[src/rtl/updn_pkg.sv]
package updn_pkg;
  localparam int ADDR_W  = 2;
  localparam logic [ADDR_W-1:0] ADR_VAL = 2'd0;
  localparam logic [ADDR_W-1:0] ADR_FLG = 2'd1;
  localparam logic [ADDR_W-1:0] ADR_ENA = 2'd2;

  localparam int NFLG    = 4;
  localparam int FLG_DIR = 0;
  localparam int FLG_CMP = 1;
  localparam int FLG_OVF = 2;
  localparam int FLG_UDF = 3;

  localparam int NEN     = 3;
  localparam int EN_DIR  = 0;
  localparam int EN_CMP  = 1;
  localparam int EN_WRAP = 2;

  typedef logic [NFLG-1:0] flag_vec_t;
  typedef logic [NEN-1:0]  en_vec_t;
endpackage

[src/rtl/updn_rst_sync.sv]
module updn_rst_sync #(
  parameter int STAGES = 2
) (
  input  logic clk,
  input  logic rst_n_in,
  output logic rst_n_out
);
  logic [STAGES-1:0] shift_q;

  always_ff @(posedge clk or negedge rst_n_in) begin
    if (!rst_n_in) shift_q <= '0;
    else           shift_q <= {shift_q[STAGES-2:0], 1'b1};
  end

  assign rst_n_out = shift_q[STAGES-1];
endmodule

[src/rtl/updn_count.sv]
module updn_count
  import updn_pkg::*;
#(
  parameter int W = 8
) (
  input  logic         clk,
  input  logic         rst_n,
  input  logic         cnt_en,
  input  logic         dir_down,
  input  logic [W-1:0] cmp_val,
  output logic [W-1:0] count,
  output flag_vec_t    evt
);
  localparam logic [W-1:0] MAXV = '1;

  logic [W-1:0] count_q, cnt_nxt;
  logic         dir_q;
  logic         wrap_up, wrap_dn;

  always_comb begin
    cnt_nxt = count_q;
    wrap_up = 1'b0;
    wrap_dn = 1'b0;
    if (cnt_en) begin
      if (!dir_down) begin
        if (count_q == MAXV) begin
          cnt_nxt = '0;
          wrap_up = 1'b1;
        end else begin
          cnt_nxt = count_q + 1'b1;
        end
      end else begin
        if (count_q == '0) begin
          cnt_nxt = cmp_val;
          wrap_dn = 1'b1;
        end else begin
          cnt_nxt = count_q - 1'b1;
        end
      end
    end
  end

  always_comb begin
    evt          = '0;
    evt[FLG_DIR] = dir_down ^ dir_q;
    evt[FLG_CMP] = cnt_en && (cnt_nxt == cmp_val);
    evt[FLG_OVF] = wrap_up;
    evt[FLG_UDF] = wrap_dn;
  end

  always_ff @(posedge clk or negedge rst_n) begin
    if (!rst_n) begin
      count_q <= '0;
      dir_q   <= 1'b0;
    end else begin
      dir_q <= dir_down;
      if (cnt_en) count_q <= cnt_nxt;
    end
  end

  assign count = count_q;


  a_r2_hold_when_idle: assert property (@(posedge clk) disable iff (!rst_n)
    !cnt_en |=> $stable(count_q));

  a_r2_step_up: assert property (@(posedge clk) disable iff (!rst_n)
    (cnt_en && !dir_down && count_q != MAXV) |=> (count_q == $past(count_q) + 1'b1));

  a_r3_wrap_to_zero: assert property (@(posedge clk) disable iff (!rst_n)
    (cnt_en && !dir_down && count_q == MAXV) |=> (count_q == '0));

  a_r4_reload_on_underflow: assert property (@(posedge clk) disable iff (!rst_n)
    (cnt_en && dir_down && count_q == '0) |=> (count_q == $past(cmp_val)));

  a_r11_one_wrap_kind: assert property (@(posedge clk) disable iff (!rst_n)
    !(evt[FLG_OVF] && evt[FLG_UDF]));
endmodule

[src/rtl/updn_regs.sv]
module updn_regs
  import updn_pkg::*;
#(
  parameter int W = 8
) (
  input  logic              clk,
  input  logic              rst_n,
  input  logic              reg_wr,
  input  logic [ADDR_W-1:0] reg_addr,
  input  logic [W-1:0]      reg_wdata,
  output logic [W-1:0]      reg_rdata,
  input  flag_vec_t         evt,
  output logic [W-1:0]      cmp_val,
  output logic              irq
);
  localparam int PAD_F = W - NFLG;
  localparam int PAD_E = W - NEN;

  logic [W-1:0] val_q;
  flag_vec_t    flg_q, flg_nxt, clr;
  en_vec_t      en_q;
  logic         wr_val, wr_ena, wr_flg;

  assign wr_val = reg_wr && (reg_addr == ADR_VAL);
  assign wr_ena = reg_wr && (reg_addr == ADR_ENA);
  assign wr_flg = reg_wr && (reg_addr == ADR_FLG);

  for (genvar i = 0; i < NFLG; i++) begin : g_flag
    assign clr[i]     = wr_flg && !reg_wdata[i];
    assign flg_nxt[i] = evt[i] | (flg_q[i] & ~clr[i]);

    always_ff @(posedge clk or negedge rst_n) begin
      if (!rst_n) flg_q[i] <= 1'b0;
      else        flg_q[i] <= flg_nxt[i];
    end


    a_r9_event_wins: assert property (@(posedge clk) disable iff (!rst_n)
      evt[i] |=> flg_q[i]);

    a_r8_sticky: assert property (@(posedge clk) disable iff (!rst_n)
      (flg_q[i] && !clr[i]) |=> flg_q[i]);

    a_r8_no_set_by_write: assert property (@(posedge clk) disable iff (!rst_n)
      (!flg_q[i] && !evt[i]) |=> !flg_q[i]);
  end

  always_ff @(posedge clk or negedge rst_n) begin
    if (!rst_n) begin
      val_q <= '0;
      en_q  <= '0;
    end else begin
      if (wr_val) val_q <= reg_wdata;
      if (wr_ena) en_q  <= reg_wdata[NEN-1:0];
    end
  end

  always_comb begin
    case (reg_addr)
      ADR_VAL: reg_rdata = val_q;
      ADR_FLG: reg_rdata = {{PAD_F{1'b0}}, flg_q};
      ADR_ENA: reg_rdata = {{PAD_E{1'b0}}, en_q};
      default: reg_rdata = '0;
    endcase
  end

  assign cmp_val = val_q;
  assign irq = (flg_q[FLG_DIR] & en_q[EN_DIR])
             | (flg_q[FLG_CMP] & en_q[EN_CMP])
             | ((flg_q[FLG_OVF] | flg_q[FLG_UDF]) & en_q[EN_WRAP]);


  a_r5_value_write: assert property (@(posedge clk) disable iff (!rst_n)
    wr_val |=> (val_q == $past(reg_wdata)));

  a_r10_irq_needs_enable: assert property (@(posedge clk) disable iff (!rst_n)
    irq |-> (en_q != '0 && flg_q != '0));
endmodule

[src/rtl/updn_irq_unit.sv]
module updn_irq_unit
  import updn_pkg::*;
#(
  parameter int W = 8
) (
  input  logic              clk,
  input  logic              rst_n,
  input  logic              cnt_en,
  input  logic              dir_down,
  input  logic              reg_wr,
  input  logic [ADDR_W-1:0] reg_addr,
  input  logic [W-1:0]      reg_wdata,
  output logic [W-1:0]      reg_rdata,
  output logic [W-1:0]      count,
  output logic              irq
);
  logic         rst_n_s;
  logic [W-1:0] cmp_val;
  flag_vec_t    evt;

  updn_rst_sync #(.STAGES(2)) u_rst (
    .clk      (clk),
    .rst_n_in (rst_n),
    .rst_n_out(rst_n_s)
  );

  updn_count #(.W(W)) u_cnt (
    .clk     (clk),
    .rst_n   (rst_n_s),
    .cnt_en  (cnt_en),
    .dir_down(dir_down),
    .cmp_val (cmp_val),
    .count   (count),
    .evt     (evt)
  );

  updn_regs #(.W(W)) u_regs (
    .clk      (clk),
    .rst_n    (rst_n_s),
    .reg_wr   (reg_wr),
    .reg_addr (reg_addr),
    .reg_wdata(reg_wdata),
    .reg_rdata(reg_rdata),
    .evt      (evt),
    .cmp_val  (cmp_val),
    .irq      (irq)
  );
endmodule

[config.mk]
export PLATFORM = sky130hd
export DESIGN_NAME = updn_irq_unit
export DESIGN_NICKNAME = d
export VERILOG_FILES = /design/src/rtl/updn_pkg.sv /design/src/rtl/updn_rst_sync.sv /design/src/rtl/updn_count.sv /design/src/rtl/updn_regs.sv /design/src/rtl/updn_irq_unit.sv
export SDC_FILE = /design/constraint.sdc
export NUM_CORES = 1
export LEC_CHECK = 0
export ABC_CLOCK_PERIOD_IN_PS = 1050
export BUFFER_PORTS_ARGS = -buffer_cell sky130_fd_sc_hd__buf_4
export CAP_MARGIN = 20
export CORE_MARGIN = 8
export CORE_UTILIZATION = 30
export DETAILED_ROUTE_END_ITERATION = 8
export GPL_TIMING_DRIVEN = 0
export PLACE_DENSITY_LB_ADDON = 0.08
export SLEW_MARGIN = 20
export SYNTH_ARGS = -nofsm -noshare
export SYNTH_HDL_FRONTEND = slang
export SYNTH_HIERARCHICAL = 1
export SYNTH_SLANG_ARGS = --single-unit
[constraint.sdc]
create_clock -name clk -period 1.05 [get_ports clk]
set_input_delay 0.105 -clock clk [delete_from_list [all_inputs] [get_ports clk]]
set_output_delay 0.105 -clock clk [all_outputs]
set_load 0.05 [all_outputs]
==> flow_metrics.env <==
export IMPL_overflow=0
export IMPL_syn_to_final_growth_pct=55.3
export IMPL_grt_max_degree=25
export IMPL_leakagePower_uw=0.00124
export IMPL_syn_nets=226
export IMPL_p_per_area_mw_per_mm2=2490
export IMPL_initial_utilization_pct=30.4
export IMPL_place_gp_congestion=0.781
export IMPL_antennaDiodeCount=0
export IMPL_grt_usage_pct=13.9
export IMPL_hold_viol=0
export IMPL_cts_root_buffer="clkbuf_8"
export IMPL_hpwl_mm=4.24
export IMPL_placementRows=29
export IMPL_fin_crit_sh_pct=256
export IMPL_rsz0062_at_grt="true"
export IMPL_yosys_cell_types_count=61
export IMPL_place_inst=314
export IMPL_min_delay_worst_endpoint="u_cnt/dir_q"
export IMPL_ios=32
export IMPL_drtPass1Iterations=4
export IMPL_syn_area_sq_mm=0.00190
export IMPL_postRouteAntennaNets=0
export IMPL_skew_ns=0.00482
export IMPL_switching_share_pct=46.4
export IMPL_hold_path_startpoint="dir_down"
export IMPL_yosysSeqAreaShare_pct=34.3
export IMPL_synth_edf_count=0
export IMPL_critPathSlowestCell="dfrtp_2"
export IMPL_r2r_start="u_cnt/count[0]"
export IMPL_clkSinkCount=26
export IMPL_r2r_slack_ns=-1.64
export IMPL_ys_ff_latch=26
export IMPL_routedWlPerCell_microns=17.7
export IMPL_cts_made_buffers=3
export IMPL_cp_start_kind="register"
export IMPL_insertion_delay_ns=0.27
export IMPL_slew_headroom_pct=51.2
export IMPL_combPwrFrac_pct=68.1
export IMPL_ff2ff_path_depth=13
export IMPL_tightest_slew_ns=0.727
export IMPL_io_buffers=29
export IMPL_p_int_uw=3930
export IMPL_hold_path_class="input pin to register"
export IMPL_htreeDepth=1
export IMPL_finalPower_uw=7340
export IMPL_antenna_found_initial=0
export IMPL_ir_drop_v=0.00107
export IMPL_fin_crit_ns=2.69
export IMPL_drive_gt1_share_pct=55.3
export IMPL_pwr_share_clk_pct=8.9
export IMPL_synth_ff_type="dfrtp_1"
export IMPL_seq_power_share_pct=23.0
export IMPL_cp_max_fo=4
export IMPL_die_w_microns=95.5
export IMPL_die_height_microns=95.5
export IMPL_setup_violations_final=23
export IMPL_synth_cells=208
export IMPL_crit_arrival_ns=2.89
export IMPL_netSwitchingPower_uw=3410
export IMPL_place_area_sq_mm=0.00236
export IMPL_yosysWarnings=6
export IMPL_nNetsFinal=292
export IMPL_rr_endpoint="u_regs/flg_q[1]"
export IMPL_grt_pass1_wl_mm=9.94
export IMPL_core_area_sq_mm=0.00624
export IMPL_status="finished with violations"
export IMPL_slowest_delay_ns=0.43
export IMPL_vias=1891
export IMPL_ctsLongestPathBuffers=2
export IMPL_whs_path_depth=1
export IMPL_criticalPathCategory="register to register"
export IMPL_end_kind="register"
export IMPL_cp_required_ns=1.25
export IMPL_cts_tree="done"
export IMPL_fin_ws_ns=-1.64
export IMPL_violations="setup timing"
export IMPL_post_route_util_pct=47.2
export IMPL_grt_pass1_vias=1983
export IMPL_drt_initial_drc_count=151
export IMPL_die_area_sq_mm=0.00913
export IMPL_path_cells="buf_8 > inv_8 > ha_4 > or3b_4 > mux2i_1 > o22ai_2 > buf_4 > buf_6 > mux2i_4 > a41oi_2 > nor4_4 > nor2_1 > a21oi_1"
export IMPL_final_cell_count_no_fill=350
export IMPL_fmax_mhz=371
export IMPL_drcViolationCount=0
export IMPL_finalInstanceArea_sq_mm=0.00295
export IMPL_async_flop_share_pct=100
export IMPL_final_max_slew_viol_count=0
export IMPL_drv_cap=0
export IMPL_wl_mm=6.20
export IMPL_viasPerCell=5.40
export IMPL_synth_avg_cell_area_sq_um=9.13
export IMPL_clk_pin_slew_ns=0.09
export IMPL_pre_cts_slack_ns=-1.72
==> stage by stage <==
stage               hold slack, ns  TNS [ns]
floorplan                   -0.191    -10.17
global placement            -0.112    -15.22
detailed placement          -0.111    -15.02
CTS                        0.00462    -11.55
global route               0.00612    -12.95
finish                      0.0178    -11.58
==> timing repair <==
action                                 CTS  global route
endpoints found under the hold margin    2             0
hold buffers                             1             0
setup buffers                           24             9
resized for setup                       53            29
setup endpoints to repair               47            26
pin swaps                               18            16
cloned                                   0             0
==> state kept, by name (all words and copies together) (netlist names) <==
name / count
u_rst/shift_q: 2
u_cnt/count: 8
u_cnt/dir_q: 1
u_regs/cmp_val: 8
u_regs/flg_q: 4
u_regs/en_q: 3
==> area by class of cell <==
class,instances,area (sq um)
clock buffers,4,55.1
inverters,7,38.8
multi-input cells,161,1400
fillers,606,3290
flip-flops and latches,26,669
well taps,77,96.3
repair buffers,62,563
plain buffers,13,130
==> power groups by stage <==
stage / clock network (uW) / logic (uW) / registers (uW)
2_1_floorplan: 0 / 2340 / 2060
3_3_place_gp: 0 / 3730 / 1670
3_5_place_dp: 0 / 3690 / 1670
4_1_cts: 689 / 4520 / 1660
5_1_grt: 716 / 5320 / 1730
6_report: 657 / 5000 / 1680
==> metal layers <==
metal  track usage, %  vias to the layer above  part of all wire [%]
met5                0                        -                     0
met4             5.12                        0                   2.9
met3             3.39                       20                   5.2
met2             23.7                       48                    51
met1             16.5                      924                    41
li1                 -                      899                     -
==> worst max-delay path by stage <==
stage / start / end
after floorplan: u_cnt/count[1] / u_regs/flg_q[1]
after CTS: u_cnt/count[0] / u_regs/flg_q[1]
final: u_cnt/count[0] / u_regs/flg_q[1]
after global placement: u_cnt/count[0] / u_regs/flg_q[1]
after global routing: u_cnt/count[0] / u_regs/flg_q[1]
after detailed placement: u_cnt/count[0] / u_regs/flg_q[1]
==> cell usage in the layout (no fill, tap or decap), types with 3 or more instances in the layout <==
cell type	synthesis	layout
and2_4	0	4
o2bb2ai_2	0	3
mux2_2	11	4
buf_6	2	19
o21ai_0	11	6
dfrtp_2	0	15
o21ai_1	1	5
or4_4	2	3
nor3b_4	1	3
buf_4	3	45
nor2_1	24	18
nand2_1	14	11
mux2i_1	8	6
buf_8	0	5
dfrtp_1	26	11
a21oi_1	12	11
nor2_2	0	4
clkbuf_8	0	4
mux2_4	0	7
nor3_1	3	3
xor2_1	5	4
inv_1	7	5
==> worst max-delay path: cells and delay by family (launching register included) <==
kind            cells  cell delay [ns]
compound gates      3             0.50
fa+ha+maj           1             0.14
buf+inv             4             0.44
flops               1             0.43
mux                 2             0.36
simple gates        3             0.76
==> Yosys cell counts, types with 3 or more instances <==
| master | number | share of area, % |
|---|---|---|
| and2_1 | 6 | 2.0 |
| o2bb2ai_1 | 3 | 1.4 |
| buf_4 | 3 | 1.2 |
| o21ai_0 | 11 | 2.9 |
| nor3b_1 | 4 | 1.6 |
| ha_1 | 3 | 2.0 |
| buf_2 | 3 | 0.79 |
| xor2_1 | 5 | 2.3 |
| nor3_1 | 3 | 0.79 |
| a21oi_1 | 12 | 3.2 |
| nand2_1 | 14 | 2.8 |
| mux2_2 | 11 | 6.5 |
| dfrtp_1 | 26 | 34 |
| nor2_1 | 24 | 4.7 |
| mux2i_1 | 8 | 4.2 |
| nand3_1 | 3 | 0.79 |
| inv_1 | 7 | 1.4 |
| clkbuf_1 | 6 | 1.2 |
==> logic make-up (layout without fill, tap and decap cells) <==
logic type,count (synthesis),count (layout),share of synthesized area (%)
buf+inv,21,86,5.73
compound gates,55,55,20.6
other cells,1,1,0.198
mux,19,19,10.7
xor+xnor,5,5,2.31
simple gates,78,78,24.2
flops,26,26,34.3
fa+ha+maj,3,3,1.98
Note: power is estimated with default switching activity, not from simulation.
